## config.mk

```make
export PLATFORM = sky130hd
export DESIGN_NAME = ps2_rx_host
export DESIGN_NICKNAME = d
export VERILOG_FILES = /design/src/rtl/ps2_rx_pkg.sv /design/src/rtl/ps2_sync.sv /design/src/rtl/ps2_clk_filter.sv /design/src/rtl/ps2_frame_rx.sv /design/src/rtl/ps2_rx_host.sv
export SDC_FILE = /design/constraint.sdc
export NUM_CORES = 1
export LEC_CHECK = 0
export BUFFER_PORTS_ARGS = -buffer_cell sky130_fd_sc_hd__buf_2
export CELL_PAD_IN_SITES_DETAIL_PLACEMENT = 0
export CELL_PAD_IN_SITES_GLOBAL_PLACEMENT = 2
export CORE_MARGIN = 2
export CORE_UTILIZATION = 39
export DETAILED_ROUTE_END_ITERATION = 8
export PLACE_DENSITY_LB_ADDON = 0.1
export SLEW_MARGIN = 20
export SYNTH_ARGS = -nofsm -noshare
export SYNTH_HDL_FRONTEND = slang
export SYNTH_SLANG_ARGS = --single-unit
```

## constraint.sdc

```tcl
create_clock -name clk_i -period 2.5 [get_ports clk_i]
set_input_delay 0.375 -clock clk_i [delete_from_list [all_inputs] [get_ports clk_i]]
set_output_delay 0.375 -clock clk_i [all_outputs]
set_load 0.02 [all_outputs]
```

## src/rtl/ps2_rx_pkg.sv

```systemverilog
package ps2_rx_pkg;
  localparam int unsigned DATA_BITS  = 8;
  localparam int unsigned FRAME_BITS = DATA_BITS + 3;
  localparam int unsigned CNT_W      = $clog2(FRAME_BITS);

  typedef logic [DATA_BITS-1:0] byte_t;

  // true when data plus parity hold an odd number of ones
  function automatic logic odd_ok(input byte_t d, input logic p);
    return ^{d, p};
  endfunction
endpackage

```

## src/rtl/ps2_sync.sv

```systemverilog
module ps2_sync #(
  parameter int unsigned STAGES  = 2,
  parameter logic        RST_VAL = 1'b1
) (
  input  logic clk_i,
  input  logic rst_ni,
  input  logic d_i,
  output logic q_o
);
  logic [STAGES-1:0] pipe_q;

  always_ff @(posedge clk_i or negedge rst_ni) begin
    if (!rst_ni) pipe_q <= {STAGES{RST_VAL}};
    else         pipe_q <= {pipe_q[STAGES-2:0], d_i};
  end

  assign q_o = pipe_q[STAGES-1];
endmodule

```

## src/rtl/ps2_clk_filter.sv

```systemverilog
module ps2_clk_filter #(
  parameter int unsigned FILT_CYC = 16
) (
  input  logic clk_i,
  input  logic rst_ni,
  input  logic clk_s_i,
  input  logic dat_s_i,
  output logic level_o,
  output logic fall_o,
  output logic bit_o
);
  localparam int unsigned CW = $clog2(FILT_CYC + 1);
  localparam logic [CW-1:0] LAST = CW'(FILT_CYC - 1);

  logic [CW-1:0] cnt_q;

  always_ff @(posedge clk_i or negedge rst_ni) begin
    if (!rst_ni) begin
      cnt_q   <= '0;
      level_o <= 1'b1;
      fall_o  <= 1'b0;
      bit_o   <= 1'b1;
    end else begin
      fall_o <= 1'b0;
      if (clk_s_i == level_o) begin
        cnt_q <= '0;
      end else if (cnt_q == LAST) begin
        cnt_q   <= '0;
        level_o <= clk_s_i;
        fall_o  <= ~clk_s_i;
        bit_o   <= dat_s_i;
      end else begin
        cnt_q <= cnt_q + 1'b1;
      end
    end
  end


  fall_single_chk: assert property (@(posedge clk_i) disable iff (!rst_ni)
    fall_o |=> !fall_o);


  fall_level_chk: assert property (@(posedge clk_i) disable iff (!rst_ni)
    fall_o |-> !level_o);
endmodule

```

## src/rtl/ps2_frame_rx.sv

```systemverilog
module ps2_frame_rx
  import ps2_rx_pkg::*;
#(
  parameter int unsigned TIMEOUT_CYC = 200000
) (
  input  logic  clk_i,
  input  logic  rst_ni,
  input  logic  fall_i,
  input  logic  bit_i,
  input  logic  inhibit_i,
  output byte_t data_o,
  output logic  valid_o,
  output logic  frame_err_o,
  output logic  parity_err_o
);
  localparam int unsigned TW = $clog2(TIMEOUT_CYC + 1);
  localparam logic [TW-1:0]    T_LAST = TW'(TIMEOUT_CYC - 1);
  localparam logic [CNT_W-1:0] B_LAST = CNT_W'(FRAME_BITS - 1);

  logic [CNT_W-1:0]      cnt_q;
  logic [TW-1:0]         tmr_q;
  logic [FRAME_BITS-2:0] sh_q;   // start, data, parity
  logic                  start_ok, stop_ok, frame_ok, par_ok;

  assign start_ok = ~sh_q[0];
  assign stop_ok  = bit_i;
  assign frame_ok = start_ok & stop_ok;
  assign par_ok   = odd_ok(sh_q[DATA_BITS:1], sh_q[DATA_BITS+1]);

  always_ff @(posedge clk_i or negedge rst_ni) begin
    if (!rst_ni) begin
      cnt_q        <= '0;
      tmr_q        <= '0;
      sh_q         <= '0;
      data_o       <= '0;
      valid_o      <= 1'b0;
      frame_err_o  <= 1'b0;
      parity_err_o <= 1'b0;
    end else begin
      valid_o      <= 1'b0;
      frame_err_o  <= 1'b0;
      parity_err_o <= 1'b0;
      if (inhibit_i) begin
        cnt_q <= '0;
        tmr_q <= '0;
      end else if (fall_i) begin
        tmr_q <= '0;
        if (cnt_q == B_LAST) begin
          cnt_q        <= '0;
          frame_err_o  <= ~frame_ok;
          parity_err_o <= frame_ok & ~par_ok;
          valid_o      <= frame_ok & par_ok;
          if (frame_ok && par_ok) data_o <= sh_q[DATA_BITS:1];
        end else begin
          sh_q[cnt_q] <= bit_i;
          cnt_q       <= cnt_q + 1'b1;
        end
      end else if (cnt_q != '0) begin
        if (tmr_q == T_LAST) begin
          cnt_q <= '0;
          tmr_q <= '0;
        end else begin
          tmr_q <= tmr_q + 1'b1;
        end
      end
    end
  end


  cnt_range_chk: assert property (@(posedge clk_i) disable iff (!rst_ni)
    cnt_q <= B_LAST);


  excl_chk: assert property (@(posedge clk_i) disable iff (!rst_ni)
    $countones({valid_o, frame_err_o, parity_err_o}) <= 1);


  valid_single_chk: assert property (@(posedge clk_i) disable iff (!rst_ni)
    valid_o |=> !valid_o);


  data_hold_chk: assert property (@(posedge clk_i) disable iff (!rst_ni)
    $changed(data_o) |-> valid_o);


  inhibit_quiet_chk: assert property (@(posedge clk_i) disable iff (!rst_ni)
    inhibit_i |=> !valid_o && !frame_err_o && !parity_err_o && cnt_q == '0);


  timeout_chk: assert property (@(posedge clk_i) disable iff (!rst_ni)
    (tmr_q == T_LAST && !fall_i && !inhibit_i) |=> cnt_q == '0);
endmodule

```

## src/rtl/ps2_rx_host.sv

```systemverilog
module ps2_rx_host
  import ps2_rx_pkg::*;
#(
  parameter int unsigned SYNC_STAGES = 2,
  parameter int unsigned FILT_CYC    = 16,
  parameter int unsigned TIMEOUT_CYC = 200000
) (
  input  logic       clk_i,
  input  logic       rst_ni,
  input  logic       ps2_clk_i,
  input  logic       ps2_dat_i,
  input  logic       inhibit_i,
  output logic [7:0] data_o,
  output logic       valid_o,
  output logic       frame_err_o,
  output logic       parity_err_o,
  output logic       clk_oe_o
);
  logic clk_s, dat_s, level, fall, smp;

  ps2_sync #(.STAGES(SYNC_STAGES), .RST_VAL(1'b1)) u_sync_clk (
    .clk_i, .rst_ni, .d_i(ps2_clk_i), .q_o(clk_s));

  ps2_sync #(.STAGES(SYNC_STAGES), .RST_VAL(1'b1)) u_sync_dat (
    .clk_i, .rst_ni, .d_i(ps2_dat_i), .q_o(dat_s));

  ps2_clk_filter #(.FILT_CYC(FILT_CYC)) u_filt (
    .clk_i, .rst_ni, .clk_s_i(clk_s), .dat_s_i(dat_s),
    .level_o(level), .fall_o(fall), .bit_o(smp));

  ps2_frame_rx #(.TIMEOUT_CYC(TIMEOUT_CYC)) u_frame (
    .clk_i, .rst_ni, .fall_i(fall), .bit_i(smp), .inhibit_i,
    .data_o, .valid_o, .frame_err_o, .parity_err_o);

  always_ff @(posedge clk_i or negedge rst_ni) begin
    if (!rst_ni) clk_oe_o <= 1'b0;
    else         clk_oe_o <= inhibit_i;
  end


  oe_quiet_chk: assert property (@(posedge clk_i) disable iff (!rst_ni)
    clk_oe_o |-> !valid_o && !frame_err_o && !parity_err_o);


  fall_needs_low_chk: assert property (@(posedge clk_i) disable iff (!rst_ni)
    fall |-> !clk_s);

  logic unused_level;
  assign unused_level = level;
endmodule

```

Word-level counts from Yosys, hierarchy flattened

Cells that the tools add are included.

Input bits: 5
Output and inout bits: 12
Word-level logic and storage cells: 68
Bits in registers: 56

Reduce and logical (&&, ||, !) cells: 10
Order comparisons: 2
Equal/unequal tests: 4
Mux-type cells: 25
Add/sub/neg operators: 3
Bitwise operators: 10

Operators with widths:

| cell                    | number |
|---|---|
| $mux W18                | 4 |
| $mux W4                 | 5 |
| $add A18 B1 Y18 const B | 1 |
| $eq A18 B18 Y1 const B  | 1 |
| $mux W1                 | 12 |
| $bwmux W10              | 1 |
| $mux W5                 | 2 |
| $reduce_xor A9 Y1       | 1 |
| $not A1 Y1              | 7 |
| $reduce_bool A3 Y1      | 2 |
| $add A5 B1 Y5 const B   | 1 |
| $eq A5 B4 Y1 const B    | 1 |
| $lt A4 B5 Y1 const B    | 1 |
| $add A4 B1 Y4 const B   | 1 |
| $demux W1 S4            | 1 |
| $eq A4 B4 Y1 const B    | 1 |
| $ge A4 B1 Y1 const B    | 1 |
| $reduce_and A2 Y1       | 2 |
| $reduce_and A4 Y1       | 1 |
| $reduce_bool A4 Y1      | 1 |
| $and A1 B1 Y1           | 3 |
| $reduce_and A3 Y1       | 1 |
| $logic_and A1 B1 Y1     | 2 |
| $eq A1 B1 Y1            | 1 |

Depth between registers and ports, before layout

Gate-level depths: netlist of run 1.

Word-level depth: 6
Gate-level depth with buffers: 7
Mapped depth without buffers: 6

Cells and area by module

Synthesis of run 1 repeated with hierarchy kept, for this count alone.

Cells, all modules: 230
Area total of the unflattened synthesis: 2616.3 sq um

Modules (own cells, without submodules):

| module         | cells an instance | instances | sequential area each (sq um) | area each (sq um) |
|---|---|---|---|---|
| ps2_frame_rx   | 199               | 1         | 1076.0                       | 2150.8 |
| ps2_clk_filter | 26                | 1         | 202.7                        | 335.3 |
| ps2_sync       | 2                 | 2         | 52.6                         | 52.6 |
| ps2_rx_host    | 1                 | 1         | 25.0                         | 25.0 |

Worst setup path after synthesis of run 1

OpenSTA, ideal clock, no wires.

Path kind: register -> register
Start: register u_frame.sh_q[3]
End: register u_frame.data_o[0]
Path slack: 756 ps
Arrival time: 1619 ps
Period minus slack after synthesis: 1744 ps
Stages on the path, launching flop included: 6
Path through: dfrtp_1 xnor2_1 xnor2_1 xnor2_1 mux2_4 mux2_2

Word-level cells in the longest chain between the ends: 3

Ends and longest elaborated chain:

| element                            | RTL line           | source |
|---|---|---|
| from (decl)                        | ps2_frame_rx.sv:22 | `logic [FRAME_BITS-2:0] sh_q;` |
| from (signal, indexed assignment)  | ps2_frame_rx.sv:55 | `sh_q[cnt_q] <= bit_i;` |
| $reduce_xor A9 Y1                  | ps2_rx_pkg.sv:10   | `return ^{d, p};` |
| $logic_and A1 B1 Y1                | ps2_frame_rx.sv:53 | `if (frame_ok && par_ok) data_o <= sh_q[DATA_BITS:1];` |
| $reduce_and A4 Y1 (no source line) | n/a                |  |
| to (signal assigned)               | ps2_frame_rx.sv:53 |  |
| to (decl)                          | ps2_frame_rx.sv:11 | `output byte_t data_o,` |

Every way passes these cells.
A chain may end at the register's enable or synchronous reset.

Worst setup path after layout of run 1

Same ends and word-level chain as after synthesis.

==> metrics list, run 1 <==
- After synthesis, the mean cell area works out to 10.7 µm².
* Average wire per cell in the routed design: 14.3 µm
* Cell type contributing the most total cell area after synthesis: dfrtp_1
- Commonest cells after routing, fill and taps aside: dfrtp_1 (50), nor2_1 (27), nand2_1 (19), mux2_2 (19), xnor2_1 (18)
* Core footprint: 6390 µm²
- Drt first-iter violations: 95
- Final Setup Violations: 0
- For this run, the number of standard cells in the final layout without fillers is 343.
- Detailed Place HPWL: 3430 µm
- The number of slew-limit violations in the final report came to 0.
- Actual slew at the worst max-slew pin: 0.704 ns
- Clock Pin Slew Worst Setup and Hold Paths: 0.11 ns
- Layout-stage area growth over the synthesis result: 11.4%
- Clock latency on the worst-skew pair, taken at its later pin, is 0.31 ns.
* Largest fanout on the critical path: 8
* Capture instance of the worst register-to-register path: u_frame.data_o[0]
- Count of vias placed by the detailed router: 1783
- Counting flops with a built-in enable in the synthesized netlist gives 0.
- For this configuration, the core starts out at a cell density of 40.6%.
- The run finished with clean final reports.
- Detailed Route WL: 4910 µm
* Unrepaired setup endpoints after global routing: no
* Main synth FF type: dfrtp_1
* Clock buffer count from CTS: 5
- The worst register-to-register path has a depth of 5.
- The tightest min-delay check is of the primary input to asynchronous set/reset pin type.
* Count of instances resized after the clock tree is built: 0
- The count of nets left with antenna violations once routing finished came out at 0.
- Hold violation total from the final report: 0
- Crit. End Element: register
* Remaining DRCs: 0
- Arrival time worst endpoint: 2.11 ns
- In this run the worst setup path terminates at u_frame.data_o[0].
- For this design, the CTS-stage hold fixing added 0 buffers.
- Number of flip-flops and latches in the synthesized netlist: 56
- During synthesis, Yosys emitted a total of 0 warnings.
* Cell total after placement: 335
- Synthesis instantiated 38 different standard cells from the library.
* P_leak: 1.34 nW
- Before antenna repair, the detailed router went through 4 iterations.
- # rows: 29
* Largest cells by area after synthesis: dfrtp_1 (48%), mux2_2 (8.2%), dfstp_2 (6.1%)
- Synthesized net count: 249
* Worst rel slew slack: 52.6%
- The first global-routing pass estimated 8570 µm of wire.
- In the synthesized netlist the async set-or-reset flop fraction comes to 100%.
- The startpoint identified for the worst register-to-register timing path is u_frame.sh_q[3].
* TritonCTS clock tree: built
* Post-layout nets: 272
- Routability-driven placement congestion ratio: 0.728
- The setup path with the least slack is of type register to register.
- From left edge to right edge, the die measures 85.6 µm.
- The share of the Yosys chip area taken by registers is 54.3%.
- Startpoint Class: register
- Pre-CTS worst setup slack: 0.590 ns
- For the final routed database, the setup TNS stands at 0 ns.
- Max-capacitance violation count: 0
- Data on the critical path is required at its endpoint by 2.70 ns.
* Portion of the clock cycle consumed by the worst path in the final layout: 76.3%
- Top-area cell type share of the netlist area: 48.2%
* Maximum clock insertion buffer count: 2
- Post-CTS Setup Inserts: 0
* Pwr/cell area: 512 nW/µm²
* Overflow left after global routing: 0
- The setup check on the worst reg-to-reg path leaves a slack of 0.59 ns.
* Height of the die: 85.6 µm
- Most common library cell in the layout ignoring fill and taps: dfrtp_1
- Shortest clock period the worst path allows after layout: 1.91 ns
- I/O Pins: 17
- The number of antenna violations at the first check in global routing was 0.
* Final WS setup: 0.592 ns
* Die area: 7320 µm²
- Number of global-route vias before repair: 1722
- Clock tree synthesis found a total of 56 sinks.
- Global routing used 15.0% of the available tracks.
- The tree is rooted in a clkbuf_8.
- Source of the critical timing path: u_frame.sh_q[3]
* Highest achievable clock rate: 0.524 GHz
* Worst clock skew: 0.00934 ns
* Combined area of all synthesized cells: 2590 µm²
* Number of instances in the synthesized netlist: 242
* Count of H-tree levels built during CTS: 2
- The design draws 1.48 mW.
- Via density per instance: 5.20
* # port buffers: 16
- Antenna cell count: 0
- Worst voltage drop across the vdd grid: 274 µV
- Of the cells placed in the final design, the portion with a size suffix greater than 1 is 22.6%.
* Largest net degree at the start of global routing: 31
## critical path: stages, from the launching register on
cell	delay [ns]
dfrtp_1	0.42
xnor2_1	0.19
xnor2_1	0.12
xnor2_1	0.39
mux2_4	0.40
mux2_2	0.28
## worst min path at each step
stage,startpoint,cells past startpoint,slack [ns],to
global route,rst_ni,1,0.11,u_frame.cnt_q[3]
floorplan,rst_ni,0,0.08,clk_oe_o
detailed placement,u_sync_dat.pipe_q[0],0,0.35,u_sync_dat.pipe_q[1]
CTS,rst_ni,1,0.09,u_frame.cnt_q[3]
finish,rst_ni,1,0.07,u_frame.cnt_q[3]
global placement,u_sync_clk.pipe_q[0],0,0.35,u_sync_clk.pipe_q[1]
## state kept, by name, summed over array words and instances (netlist names)
name                  count
u_filt.fall_o             1
u_filt.cnt_q              5
u_frame.valid_o           1
u_frame.parity_err_o      1
clk_oe_o                  1
u_frame.tmr_q            18
u_filt.bit_o              1
u_frame.sh_q             10
u_sync_clk.pipe_q         2
u_sync_dat.pipe_q         2
u_frame.data_o            8
u_frame.frame_err_o       1
u_filt.level_o            1
u_frame.cnt_q             4
## report_power, final
| part | internal, mW | switching (mW) |
|---|---|---|
| combinational | 0.0147 | 0.0338 |
| sequential | 0.916 | 0.00470 |
| clock | 0.202 | 0.310 |
## layer usage
metal | share of wire, % | vias up | GRT usage [%] | wire [µm]
met5 | 0 | - | 0 | 0
met4 | 0.59 | 0 | 4.33 | 29
met3 | 3.2 | 2 | 4.04 | 159
met2 | 45 | 28 | 21.9 | 2200
met1 | 51 | 867 | 22.0 | 2510
li1 | - | 886 | - | -
## synth_stat cells, types with 2 or more instances
library cell / instances
nand4_1: 3
inv_1: 7
nand2_1: 19
a21oi_1: 10
nor2b_1: 4
xor2_1: 3
and3_1: 5
or3_1: 6
ha_1: 2
and4_1: 3
nor3_1: 4
a21o_1: 4
dfstp_2: 6
or2_2: 2
xnor2_1: 18
or4_1: 2
nor2_1: 27
dfrtp_1: 50
o21ai_0: 14
nor4_1: 2
nand3_1: 11
nor3b_1: 2
and2_1: 2
o31ai_1: 2
mux2_2: 19
clkbuf_1: 3
## cell families after synthesis
kind of cell | after synthesis | synth area share [%]
simple gates | 95 | 18.5
flops | 56 | 54.3
compound gates | 35 | 8.20
xor+xnor | 21 | 7.09
mux | 20 | 8.83
buf+inv | 13 | 2.12
fa+ha+maj | 2 | 0.965
## through the flow
step,utilization (%),instance area [µm²],hold WS [ns]
global route,45.3,2890,0.107
detailed placement,43.8,2800,0.348
CTS,45.3,2890,0.0940
finish,45.3,2890,0.0689
floorplan,-,2590,0.0794
global placement,43.8,2800,0.346
## cell type report
cell class | count | area, µm²
flip-flops and latches | 56 | 1410
fillers | 612 | 3500
repair buffers | 22 | 138
inverters | 7 | 26.3
clock buffers | 5 | 68.8
clock inverters | 3 | 22.5
multi-input cells | 173 | 1130
well taps | 77 | 96.3
Power figures use the tool's default switching activity.
==> run 2, diff against run 1 <==
--- a/config.mk
+++ b/config.mk
@@ -9,7 +9,7 @@
 export CELL_PAD_IN_SITES_DETAIL_PLACEMENT = 0
 export CELL_PAD_IN_SITES_GLOBAL_PLACEMENT = 2
 export CORE_MARGIN = 2
-export CORE_UTILIZATION = 39
+export CORE_UTILIZATION = 36
 export DETAILED_ROUTE_END_ITERATION = 8
 export PLACE_DENSITY_LB_ADDON = 0.1
 export SLEW_MARGIN = 20
==> constraint.sdc (replaced) <==
create_clock -name clk_i -period 1.64 [get_ports clk_i]
set_input_delay 0.246 -clock clk_i [delete_from_list [all_inputs] [get_ports clk_i]]
set_output_delay 0.246 -clock clk_i [all_outputs]
set_load 0.02 [all_outputs]
==> run 2 against run 1 <==
Compared with the run above: the flow now finishes with violations (negative setup slack); sequential share of layout area down 8.4 points; global-route usage about the same; fmax up 9.5%; sequential power up 52%; critical endpoint unchanged; highest routed layer unchanged.
==> metrics list, run 2 (same netlist as run 1, synthesis figures left out) <==
- Result of the run: finished, violations left (was finished, final reports clean)
* Violated checks: negative setup slack
- Global-route track usage on met1: 23.1% (was 22.0%)
* Core footprint: 6870 µm² (was 6390 µm²)
- Shortest clock period the worst path allows after layout: 1.74 ns (was 1.91 ns)
- Reg-to-reg setup timing slack: -0.10 ns (was 0.59 ns)
- Critical Path Slowest Stage Cell: dfrtp_1 (unchanged)
* Worst clock skew: 0.0161 ns (was 0.00934 ns)
- Antenna cell count: 0 (unchanged)
- Drt first-iter violations: 108 (was 95)
- Max-capacitance violation count: 0 (unchanged)
- The average routed wire per standard cell is 13.5 µm (was 14.3 µm).
* Met3 global-route usage: 2.80% (was 4.04%)
- Largest fanout on the critical path: 8 (unchanged)
* Count of vias placed by the detailed router: 1961 (was 1783)
* Die boundary width: 88.9 µm (was 85.6 µm)
- The count of unresolved DRC violations after routing was 0 (unchanged).
- Worst rel slew slack: 75.9% (was 52.6%)
- Layout-stage area growth over the synthesis result: 34.7% (was 11.4%)
* P_leak: 1.64 nW (was 1.34 nW)
- The number of flip-flops in the largest register is 18 (unchanged).
- Startpoint Class: register (unchanged)
- Via density per instance: 4.76 (was 5.20)
- Routability-driven placement congestion ratio: 0.746 (was 0.728)
- Critical Path Max Stage Delay: 0.43 ns (was 0.42 ns)
* Clock net sink count: 56 (unchanged)
- The most frequent standard cell in the layout excluding fill and tap cells is dfrtp_1 (unchanged).
- # port buffers: 16 (unchanged)
- The total CTS buffers came to 5 (unchanged).
- Post-detailed-route count of antenna-violating nets: 0 (unchanged)
- Initial cell density of the core: 37.8% (was 40.6%)
* Worst hold start: ps2_dat_i
- Largest net degree at the start of global routing: 57 (was 31)
* Arrival time worst endpoint: 1.95 ns (was 2.11 ns)
- Portion of the clock cycle consumed by the worst path in the final layout: 106% (was 76.3%)
* Root buffer selected by CTS: clkbuf_8 (unchanged)
* Layout cell share with drive strength beyond 1: 42.7% (was 22.6%)
* Clock Pin Slew Worst Setup and Hold Paths: 0.10 ns (was 0.11 ns)
- The overall global routing resource usage was 15.0% (about the same).
* Maximum clock insertion buffer count: 2 (unchanged)
- The overflow left after global routing was 0 (unchanged).
- The TritonCTS clock tree is built (unchanged).
* Design area: 3490 µm² (was 2890 µm²)
* Post-layout nets: 322 (was 272)
- Hold WC Path Type: primary input to register (was primary input to asynchronous set/reset pin)
- The vertical die dimension is 88.9 µm (was 85.6 µm).
* Cells traversed along the worst timing path: xnor2_2 -> xnor2_2 -> xnor2_2 -> mux2_4 -> mux2_2 (was xnor2_1 -> xnor2_1 -> xnor2_1 -> mux2_4 -> mux2_2)
- The total wire length after detailed routing is 5560 µm (was 4910 µm).
- The power after layout was 2.29 mW (was 1.48 mW).
- Crit. End Element: register (unchanged)
- Pwr/cell area: 655 nW/µm² (was 512 nW/µm²)
- The post-detailed-placement cell area is 3160 µm² (was 2800 µm²).
- The via count of the first global-routing pass came to 1940 (was 1722).
- The final number of hold-violating endpoints came to 0 (unchanged).
- Final Setup Violations: 17 (was 0)
- The met2 global-route usage came to 21.6% (was 21.9%).
* Detailed Place HPWL: 3830 µm (was 3430 µm)
- The required time of the critical path came to 1.85 ns (was 2.70 ns).
* Accumulated negative setup slack: -0.938 ns (was 0 ns)
- The kind of critical path is register to register (unchanged).
- Actual slew at the worst max-slew pin: 0.361 ns (was 0.704 ns)
- Register name with the most flops: u_frame.tmr_q (unchanged)
* I/O Pins: 17 (unchanged)
- Unrepaired setup endpoints after global routing: yes (was no).
- Count of H-tree levels built during CTS: 2 (unchanged)
* Wire length of the first global-routing pass: 9120 µm (was 8570 µm)
- Crit-path most repeated cell: xnor2_2 (was xnor2_1)
* Die area: 7900 µm² (was 7320 µm²)
* Worst voltage drop across the vdd grid: 329 µV (was 274 µV)
- The start point of the critical path is u_frame.sh_q[3] (unchanged).
- Largest registers in the final layout: u_frame.tmr_q (18), u_frame.sh_q (10), u_frame.data_o (8) (unchanged).
- Commonest cells after routing, fill and taps aside: dfrtp_1 (50), buf_4 (49), nor2_1 (25), mux2_2 (19), nand2_1 (17) (was dfrtp_1 (50), nor2_1 (27), nand2_1 (19), mux2_2 (19), xnor2_1 (18)).
- The detailed-router iteration count before antenna repair came to 5 (was 4).
- # rows: 30 (was 29)
- Reg2Reg Launch Point: u_frame.sh_q[3] (unchanged)
- Final WS setup: -0.103 ns (was 0.592 ns)
* Highest achievable clock rate: 0.574 GHz (was 0.524 GHz)
* Clock network latency to the later pin of the worst-skew pair: 0.32 ns (was 0.31 ns)
- The number of slew-limit violations in the final report came to 0 (unchanged).
* Routing layer with the top usage in global route: met1 (unchanged)
* Antenna violations before repair: 0 (unchanged)
## run 2: layer usage
| metal | vias to the layer above | part of all wire [%] |
|---|---|---|
| li1 | 984 | - |
| met1 | 950 | 53 |
| met2 | 25 | 44 |
| met3 | 2 | 2.4 |
| met4 | 0 | 0.45 |
| met5 | - | 0 |
## run 2: critical path, delay by kind of cell (launching register included)
| kind | cells | cell delay [ns] |
|---|---|---|
| DFF | 1 | 0.43 |
| xor gates and xnor gates | 3 | 0.55 |
| muxes | 2 | 0.66 |
## run 2: metrics by stage
stage | cells | utilization [%] | hold WS [ns] | worst slack [ns]
2_1_floorplan | 242 | - | -0.0496 | -0.0943
3_3_place_gp | 397 | 46.0 | 0.274 | -0.0911
3_5_place_dp | 397 | 46.0 | 0.275 | -0.137
4_1_cts | 410 | 49.1 | 0.00501 | -0.124
5_1_grt | 412 | 50.9 | 0.00619 | -0.173
6_report | 412 | 50.9 | 0.0222 | -0.103
## run 2: layout make-up
cell class | instances | area [µm²]
fillers | 637 | 3380
flip-flops and latches | 56 | 1410
multi-input cells | 173 | 1320
repair buffers | 72 | 533
well taps | 96 | 120
clock buffers | 5 | 68.8
inverters | 7 | 26.3
clock inverters | 3 | 21.3
## run 2: worst paths after layout
| check | cells after the start | end |
|---|---|---|
| worst max-delay path | 5 | u_frame.data_o[0] |
| worst min-delay path | 1 | u_sync_dat.pipe_q[0] |
| max in group asynchronous | 3 | u_sync_dat.pipe_q[1] |
| worst max register to register | 5 | u_frame.data_o[0] |
| min in group asynchronous | 3 | u_frame.tmr_q[2] |
| worst min register to register | 0 | u_sync_clk.pipe_q[1] |
## run 2: power breakdown
group          internal [mW]  switching, mW  total [mW]
logic                 0.0344         0.0598      0.0941
registers               1.40        0.00691        1.40
clock network          0.305          0.485       0.789
total                   1.74          0.551        2.29
## run 2: timing repair
action,4_1_cts,5_1_grt
pin swaps,13,8
resized for setup,19,21
cloned,1,0
endpoints found under the hold margin,50,1
buffers inserted,3,2
hold buffers,1,1
endpoints found under the setup margin,23,28
